===== src/rtl/excl_mon_pkg.sv =====
package excl_mon_pkg;
  typedef enum logic [1:0] {
    OP_LDEX = 2'd0,
    OP_STEX = 2'd1,
    OP_ST   = 2'd2,
    OP_CLR  = 2'd3
  } mon_op_e;
endpackage


===== src/rtl/excl_tag_cmp.sv =====
module excl_tag_cmp #(
  parameter int ADDR_W     = 32,
  parameter int GRAN_SHIFT = 4,
  localparam int TAG_W     = ADDR_W - GRAN_SHIFT
) (
  input  logic [ADDR_W-1:0] addr,
  input  logic [TAG_W-1:0]  rsv_tag,
  output logic [TAG_W-1:0]  cur_tag,
  output logic              hit
);
  logic unused_low;
  assign unused_low = ^addr[GRAN_SHIFT-1:0];
  assign cur_tag    = addr[ADDR_W-1:GRAN_SHIFT];
  assign hit        = (cur_tag == rsv_tag);
endmodule


===== src/rtl/excl_resv_fsm.sv =====
module excl_resv_fsm
  import excl_mon_pkg::*;
#(
  parameter int TAG_W           = 28,
  parameter bit PLAIN_ST_CLEARS = 1'b1
) (
  input  logic             clk,
  input  logic             rst,
  input  logic             clr_force,
  input  logic             acc,
  input  mon_op_e          op,
  input  logic [TAG_W-1:0] cur_tag,
  input  logic             hit,
  output logic             excl,
  output logic [TAG_W-1:0] rsv_tag
);
  logic st_kill;

  generate
    if (PLAIN_ST_CLEARS) begin : g_st_kills
      assign st_kill = hit;
    end else begin : g_st_keeps
      assign st_kill = 1'b0;
    end
  endgenerate

  always_ff @(posedge clk) begin
    if (rst) begin
      excl    <= 1'b0;
      rsv_tag <= '0;
    end else if (clr_force) begin
      excl <= 1'b0;
    end else if (acc) begin
      unique case (op)
        OP_LDEX: begin
          excl    <= 1'b1;
          rsv_tag <= cur_tag;
        end
        OP_STEX: excl <= 1'b0;
        OP_ST:   if (st_kill) excl <= 1'b0;
        OP_CLR:  excl <= 1'b0;
        default: ;
      endcase
    end
  end

  AST_LDEX_TAKES_TAG: assert property (@(posedge clk) disable iff (rst)
    (acc && !clr_force && op == OP_LDEX) |=> (excl && rsv_tag == $past(cur_tag)));
  AST_STEX_OPENS: assert property (@(posedge clk) disable iff (rst)
    (acc && op == OP_STEX) |=> !excl);
  AST_CLR_OP_OPENS: assert property (@(posedge clk) disable iff (rst)
    (acc && op == OP_CLR) |=> !excl);
  AST_FORCE_OPENS: assert property (@(posedge clk) disable iff (rst)
    clr_force |=> !excl);
  AST_MISS_ST_KEEPS: assert property (@(posedge clk) disable iff (rst)
    (acc && !clr_force && op == OP_ST && !hit) |=> ($stable(excl) && $stable(rsv_tag)));
endmodule


===== src/rtl/excl_sc_resp.sv =====
module excl_sc_resp
  import excl_mon_pkg::*;
#(
  parameter bit MISMATCH_WRITES = 1'b0
) (
  input  logic    acc,
  input  mon_op_e op,
  input  logic    excl,
  input  logic    hit,
  output logic    rsp_valid,
  output logic    rsp_fail,
  output logic    mem_wr_en
);
  logic pass;
  logic miss_wr;

  generate
    if (MISMATCH_WRITES) begin : g_miss_writes
      assign miss_wr = excl & ~hit;
    end else begin : g_miss_blocks
      assign miss_wr = 1'b0;
    end
  endgenerate

  always_comb begin
    rsp_valid = acc && (op == OP_STEX);
    pass      = excl && hit;
    rsp_fail  = rsp_valid && !pass;
    mem_wr_en = rsp_valid && (pass || miss_wr);
  end
endmodule


===== src/rtl/excl_mon.sv =====
module excl_mon
  import excl_mon_pkg::*;
#(
  parameter int ADDR_W          = 32,
  parameter int GRAN_SHIFT      = 4,
  parameter bit MISMATCH_WRITES = 1'b0,
  parameter bit PLAIN_ST_CLEARS = 1'b1
) (
  input  logic              clk,
  input  logic              rst,
  input  logic              ctx_clr,
  input  logic              req_valid,
  output logic              req_ready,
  input  logic [1:0]        req_op,
  input  logic [ADDR_W-1:0] req_addr,
  output logic              rsp_valid,
  output logic              rsp_fail,
  output logic              mem_wr_en,
  output logic              excl_held
);
  localparam int TAG_W = ADDR_W - GRAN_SHIFT;

  mon_op_e          op;
  logic             acc;
  logic [TAG_W-1:0] cur_tag;
  logic [TAG_W-1:0] rsv_tag;
  logic             hit;

  assign op        = mon_op_e'(req_op);
  assign req_ready = ~ctx_clr;
  assign acc       = req_valid & req_ready;

  excl_tag_cmp #(.ADDR_W(ADDR_W), .GRAN_SHIFT(GRAN_SHIFT)) u_cmp (
    .addr(req_addr), .rsv_tag(rsv_tag), .cur_tag(cur_tag), .hit(hit)
  );

  excl_resv_fsm #(.TAG_W(TAG_W), .PLAIN_ST_CLEARS(PLAIN_ST_CLEARS)) u_fsm (
    .clk(clk), .rst(rst), .clr_force(ctx_clr), .acc(acc), .op(op),
    .cur_tag(cur_tag), .hit(hit), .excl(excl_held), .rsv_tag(rsv_tag)
  );

  excl_sc_resp #(.MISMATCH_WRITES(MISMATCH_WRITES)) u_resp (
    .acc(acc), .op(op), .excl(excl_held), .hit(hit),
    .rsp_valid(rsp_valid), .rsp_fail(rsp_fail), .mem_wr_en(mem_wr_en)
  );

  AST_READY_GATED: assert property (@(posedge clk) disable iff (rst)
    ctx_clr |-> (!req_ready && !rsp_valid));
  AST_OPEN_NEVER_WRITES: assert property (@(posedge clk) disable iff (rst)
    (rsp_valid && !excl_held) |-> (rsp_fail && !mem_wr_en));
  AST_OPEN_STAYS: assert property (@(posedge clk) disable iff (rst)
    (rsp_valid && !excl_held) |=> !excl_held);
  AST_OUT_IN_RSP: assert property (@(posedge clk) disable iff (rst)
    (mem_wr_en || rsp_fail) |-> rsp_valid);
  AST_PASS_WRITES: assert property (@(posedge clk) disable iff (rst)
    (rsp_valid && !rsp_fail) |-> (mem_wr_en && excl_held));
  AST_RESET_OPEN: assert property (@(posedge clk)
    rst |=> !excl_held);
endmodule


===== config.mk =====
export PLATFORM = sky130hd
export DESIGN_NAME = excl_mon
export DESIGN_NICKNAME = d
export VERILOG_FILES = /design/src/rtl/excl_mon_pkg.sv /design/src/rtl/excl_tag_cmp.sv /design/src/rtl/excl_resv_fsm.sv /design/src/rtl/excl_sc_resp.sv /design/src/rtl/excl_mon.sv
export SDC_FILE = /design/constraint.sdc
export NUM_CORES = 1
export LEC_CHECK = 0
export BUFFER_PORTS_ARGS = -buffer_cell sky130_fd_sc_hd__buf_2
export CORE_MARGIN = 3
export CORE_UTILIZATION = 50
export CTS_CLUSTER_SIZE = 8
export DETAILED_ROUTE_END_ITERATION = 7
export HOLD_SLACK_MARGIN = 0.03
export PLACE_DENSITY_LB_ADDON = 0.08
export SYNTH_ARGS = -nofsm -noshare
export SYNTH_HDL_FRONTEND = slang
export SYNTH_SLANG_ARGS = --single-unit
export TNS_END_PERCENT = 20

===== constraint.sdc =====
create_clock -name clk -period 1.8 [get_ports clk]
set_clock_uncertainty 0.2 [all_clocks]
set_input_delay 0.36 -clock clk [delete_from_list [all_inputs] [get_ports clk]]
set_output_delay 0.36 -clock clk [all_outputs]
set_load 0.05 [all_outputs]

; ---- Word-level counts from Yosys, hierarchy flattened
; Cells that the tools add are included.
[word_totals]
reg_bits = 29
output_inout_bits = 5
wordCells = 21
[classes]
n_eq_ne = 5
muxes = 2
bitwise = 2
n_reduce_logical = 10
[ops]
columns = operator, count
row1 = 28-bit equality test, 1
row2 = "2-bit equality test, second input constant", 2
row3 = 1-bit logical AND, 4
row4 = 2-bit OR reduction, 2
row5 = 1-bit one-hot mux with 3 select lines, 1
row6 = 3-bit AND reduction, 1
row7 = "2-bit by 1-bit equality test with 1-bit output, second input constant", 1
row8 = 2-bit logical NOT, 1
row9 = "2-bit by 1-bit != test with 1-bit output, second input constant", 1
row10 = 2-bit AND reduction, 1
row11 = 1-bit AND, 1
row12 = 1-bit logical NOT, 1
row13 = 1-bit 2-to-1 mux, 1
row14 = 1-bit NOT, 1

; ---- Depth between registers and ports, before layout
[logic_depth]
word_depth = 4
mapped_depth = 6
depth_no_buf = 5

; ---- Cells and area by module
; A second synthesis with hierarchy kept.
[hier_totals]
hier_cells = 199
area_unflattened_um2 = 1904.3
[modules_own_cells]
columns = module, instances, cells_each, area_each_um2
row1 = excl_resv_fsm, 1, 127, 1333.8
row2 = excl_tag_cmp, 1, 65, 518.0
row3 = excl_sc_resp, 1, 5, 42.5
row4 = excl_mon, 1, 2, 10.0

; ---- Worst setup path after synthesis
; Ideal clock, no wire load.
[synth_timing]
path_type = input to output
start = input port req_addr[31]
end = output port mem_wr_en
arrival_time_ns = 2.466
required_ns = 1.240
path_slack_ns = -1.226
stages = 4
cell_sequence = xor2_1 -> nor4_2 -> nand4_1 -> nor4_1
[synth_via]
elab_chain_len = 3
[synth_rtl]
columns = item, line_no
row1 = start: declaration, excl_mon.sv:15  ; input logic [ADDR_W-1:0] req_addr,
row2 = 28-bit equality test, excl_tag_cmp.sv:14  ; assign hit = (cur_tag == rsv_tag);
row3 = 1-bit logical AND, excl_sc_resp.sv:27  ; pass = excl && hit;
row4 = 1-bit logical AND, excl_sc_resp.sv:29  ; mem_wr_en = rsp_valid && (pass || miss_wr);
row5 = end: declaration, excl_mon.sv:18  ; output logic mem_wr_en,
; Every way passes these cells.

; ---- Final worst setup path
[layout_timing]
start = register u_fsm.rsv_tag[22]
end = output port mem_wr_en
[layout_via]
elab_chain_len = 3
[layout_rtl]
columns = item, line_no
row1 = start: declaration, excl_resv_fsm.sv:15  ; output logic [TAG_W-1:0] rsv_tag
row2 = start signal: assignment, excl_resv_fsm.sv:37  ; rsv_tag <= cur_tag;
row3 = 28-bit equality test, excl_tag_cmp.sv:14
row4 = 1-bit logical AND, excl_sc_resp.sv:27
row5 = 1-bit logical AND, excl_sc_resp.sv:29
; Every way passes these cells.

==> run_results.csv <==
group,metric,value,unit
synthesis,yosysUniqueCellTypes,22,
finish,nets,259,
sta,setup_viol,2,
routing,dr.pass1.iters,4,
global_route,grt_pass1_vias,1313,
place,hpwl,2.25,mm
die,core_area,2570,um^2
routing,final_antenna_net_count,0,
finish,drive_above_1_share,32.6,%
setup_path,cp-end-kind,"output port",
run_status,violations,"negative setup slack",
sta,slew_headroom,74.0,%
sta,hold_violations,0,
power,cellLeakagePower,0.000803,uW
setup_path,crit_type,"reg -> out",
die,start_util,54.7,%
synthesis,avgSynthCellArea,8.07,um^2
sta,worst_slack,-0.522,ns
sta,final.setup.tns,-1.02,ns
clocking,clk_pin_slew_worst_paths,0.09,ns
clocking,cts_buffer_depth,2,
routing,wl,3.16,mm
hold_path,hold_class,"in -> reg",
synthesis,synth_top_area_share,41.4,%
synthesis,synth_cells,174,
run_status,outcome,"finished with violations",
sta,rsz0062_at_grt,"yes",
synthesis,netlist_area,1400,um^2
clocking,cts-root-buf,"clkbuf_4",
sta,finalMaxSlewViolations,0,
clocking,h-tree-depth,2,
clocking,cts_made_buffers,5,
place,routabilityCongestion,0.829,
die,die_x,59.0,um
setup_path,startpoint_type,"register",
setup_path,required,1.24,ns
routing,drtIter0Drc,26,
place,pre_cts_ws,-0.581,ns
routing,drc_errors,0,
synthesis,ys_top_cells_by_area,"dfxtp_1, xor2_1, nand2_1, a21oi_1, nor4_2",
global_route,antenna_found_initial,0,
power,p_total,1230,uW
global_route,track_usage,20.4,%
sta,fmax,0.431,GHz
global_route,grt_max_degree,30,
finish,diodes,0,
routing,via_per_inst,5.25,
setup_path,r2r_slack,0.11,ns
power,power.density,679,nW/um^2
die,row_count,18,
global_route,grt_pass1_wl,5.29,mm
clocking,clock-sinks,29,
die,io_pins,43,
routing,avgRoutedWirePerCell,12.6,um
die,dieArea,3480,um^2
place,port_buffers,38,
synthesis,yosys_warnings,0,
finish,nFillCells,216,
synthesis,synth.yosys.seq_area_share,41.4,%
finish,area_delta_synth_final,29.3,%
sta,fin_crit,2.32,ns
sta,fin_crit_sh,129,%
sta,worstMarginPinSlew,0.380,ns
die,die_h,59.0,um
setup_path,path_max_fanout,3,
clocking,tritoncts,"done",
routing,vias,1319,
clocking,clk-insertion-delay-late,0.32,ns
global_route,overflow,0,
synthesis,synth_top_area_cell,"dfxtp_1",
setup_path,worstPathArrival,1.76,ns
power,ir_drop,0.665,mV
run,maxCapViolCount,0,
synthesis,synth_seq_cells,29,
synthesis,syn-num-nets,212,
-- stage by stage --
step | util, % | std cells | hold WS, ns | cell area (um^2)
6_report | 70.7 | 251 | 0.0821 | 1820
5_1_grt | 70.7 | 251 | 0.0685 | 1820
4_1_cts | 69.6 | 251 | 0.0711 | 1790
3_5_place_dp | 65.7 | 242 | 0.259 | 1690
3_3_place_gp | 65.7 | 242 | 0.253 | 1690
2_1_floorplan | - | 174 | 0.248 | 1420
-- cells in the mapped netlist --
| master | n |
|---|---|
| nor4_2 | 4 |
| a2111oi_0 | 1 |
| nor4_1 | 4 |
| nor2_1 | 2 |
| buf_6 | 1 |
| xor2_1 | 28 |
| nor2b_1 | 1 |
| nand2b_4 | 1 |
| nor3_4 | 1 |
| inv_1 | 2 |
| o31a_1 | 1 |
| or3_1 | 1 |
| dfxtp_1 | 29 |
| nand3_1 | 1 |
| nand2b_1 | 1 |
| buf_4 | 1 |
| buf_2 | 2 |
| clkbuf_1 | 4 |
| a21oi_1 | 28 |
| nand4_1 | 1 |
| nor3_1 | 1 |
| nand2_1 | 59 |
-- where the power goes --
part	switching [uW]	total, uW	leakage, uW	internal [uW]
Combinational	97.1	174	0.000534	76.7
Clock	210	394	0.0000314	184
Sequential	9.59	665	0.000238	655
Total	316	1230	0.000803	916
-- layout by cell type (no fill, tap or decap), types with 2 or more instances in the layout --
| master | Yosys | routed |
|---|---|---|
| dfxtp_1 | 29 | 23 |
| inv_1 | 2 | 2 |
| buf_2 | 2 | 35 |
| xor2_1 | 28 | 28 |
| a21oi_1 | 28 | 28 |
| nor4_2 | 4 | 7 |
| dfxtp_2 | 0 | 6 |
| buf_6 | 1 | 3 |
| buf_4 | 1 | 8 |
| nand2_1 | 59 | 58 |
| clkbuf_4 | 0 | 5 |
| buf_12 | 0 | 2 |
| nor2_1 | 2 | 2 |
-- area by class of cell --
type,count,area [um^2],share of cell area [%]
multi-input cells,135,818,45.1
flip-flops and latches,29,588,32.4
repair buffers,48,309,17.0
clock buffers,7,55.1,3.03
well taps,30,37.5,2.07
inverters,2,7.51,0.414
-- sequential cells by signal (all words and copies together) (netlist names) --
name and count:
u_fsm.excl 1, u_fsm.rsv_tag 28
-- routing by layer --
layer	vias up	GRT usage (%)	part of all wire, %
met5	-	0	0
met4	0	10.7	2.1
met3	8	5.01	6.1
met2	36	37.2	54
met1	614	21.4	38
li1	661	-	-
-- timing repair --
| item | 4_1_cts | 5_1_grt |
|---|---|---|
| setup buffers | 2 | 0 |
| resized for setup | 11 | 8 |
| endpoints found under the hold margin | 0 | 0 |
| pin swaps | 10 | 2 |
| setup endpoints to repair | 2 | 4 |
| hold buffers | 0 | 0 |
-- final timing paths --
path | from | to | cells after the start
setup / recovery | u_fsm.rsv_tag[22] | mem_wr_en | 6
hold / removal | req_addr[26] | u_fsm.rsv_tag[22] | 3
setup reg to reg | u_fsm.rsv_tag[22] | u_fsm.excl | 5
hold reg to reg | u_fsm.rsv_tag[24] | u_fsm.rsv_tag[24] | 2
-- logic make-up after synthesis --
kind of cell | synth area share, %
simple gates | 26.3
compound gates | 11.2
flops | 41.4
xor+xnor | 17.5
buf+inv | 3.65
-- critical path, cell delays in order, from the launching register on --
cell,delay (ns)
dfxtp_2,0.34
xor2_1,0.15
nor4_2,0.32
nand4_1,0.15
buf_6,0.16
nor4_4,0.14
buf_6,0.19
(Power assumes the default switching activity.)
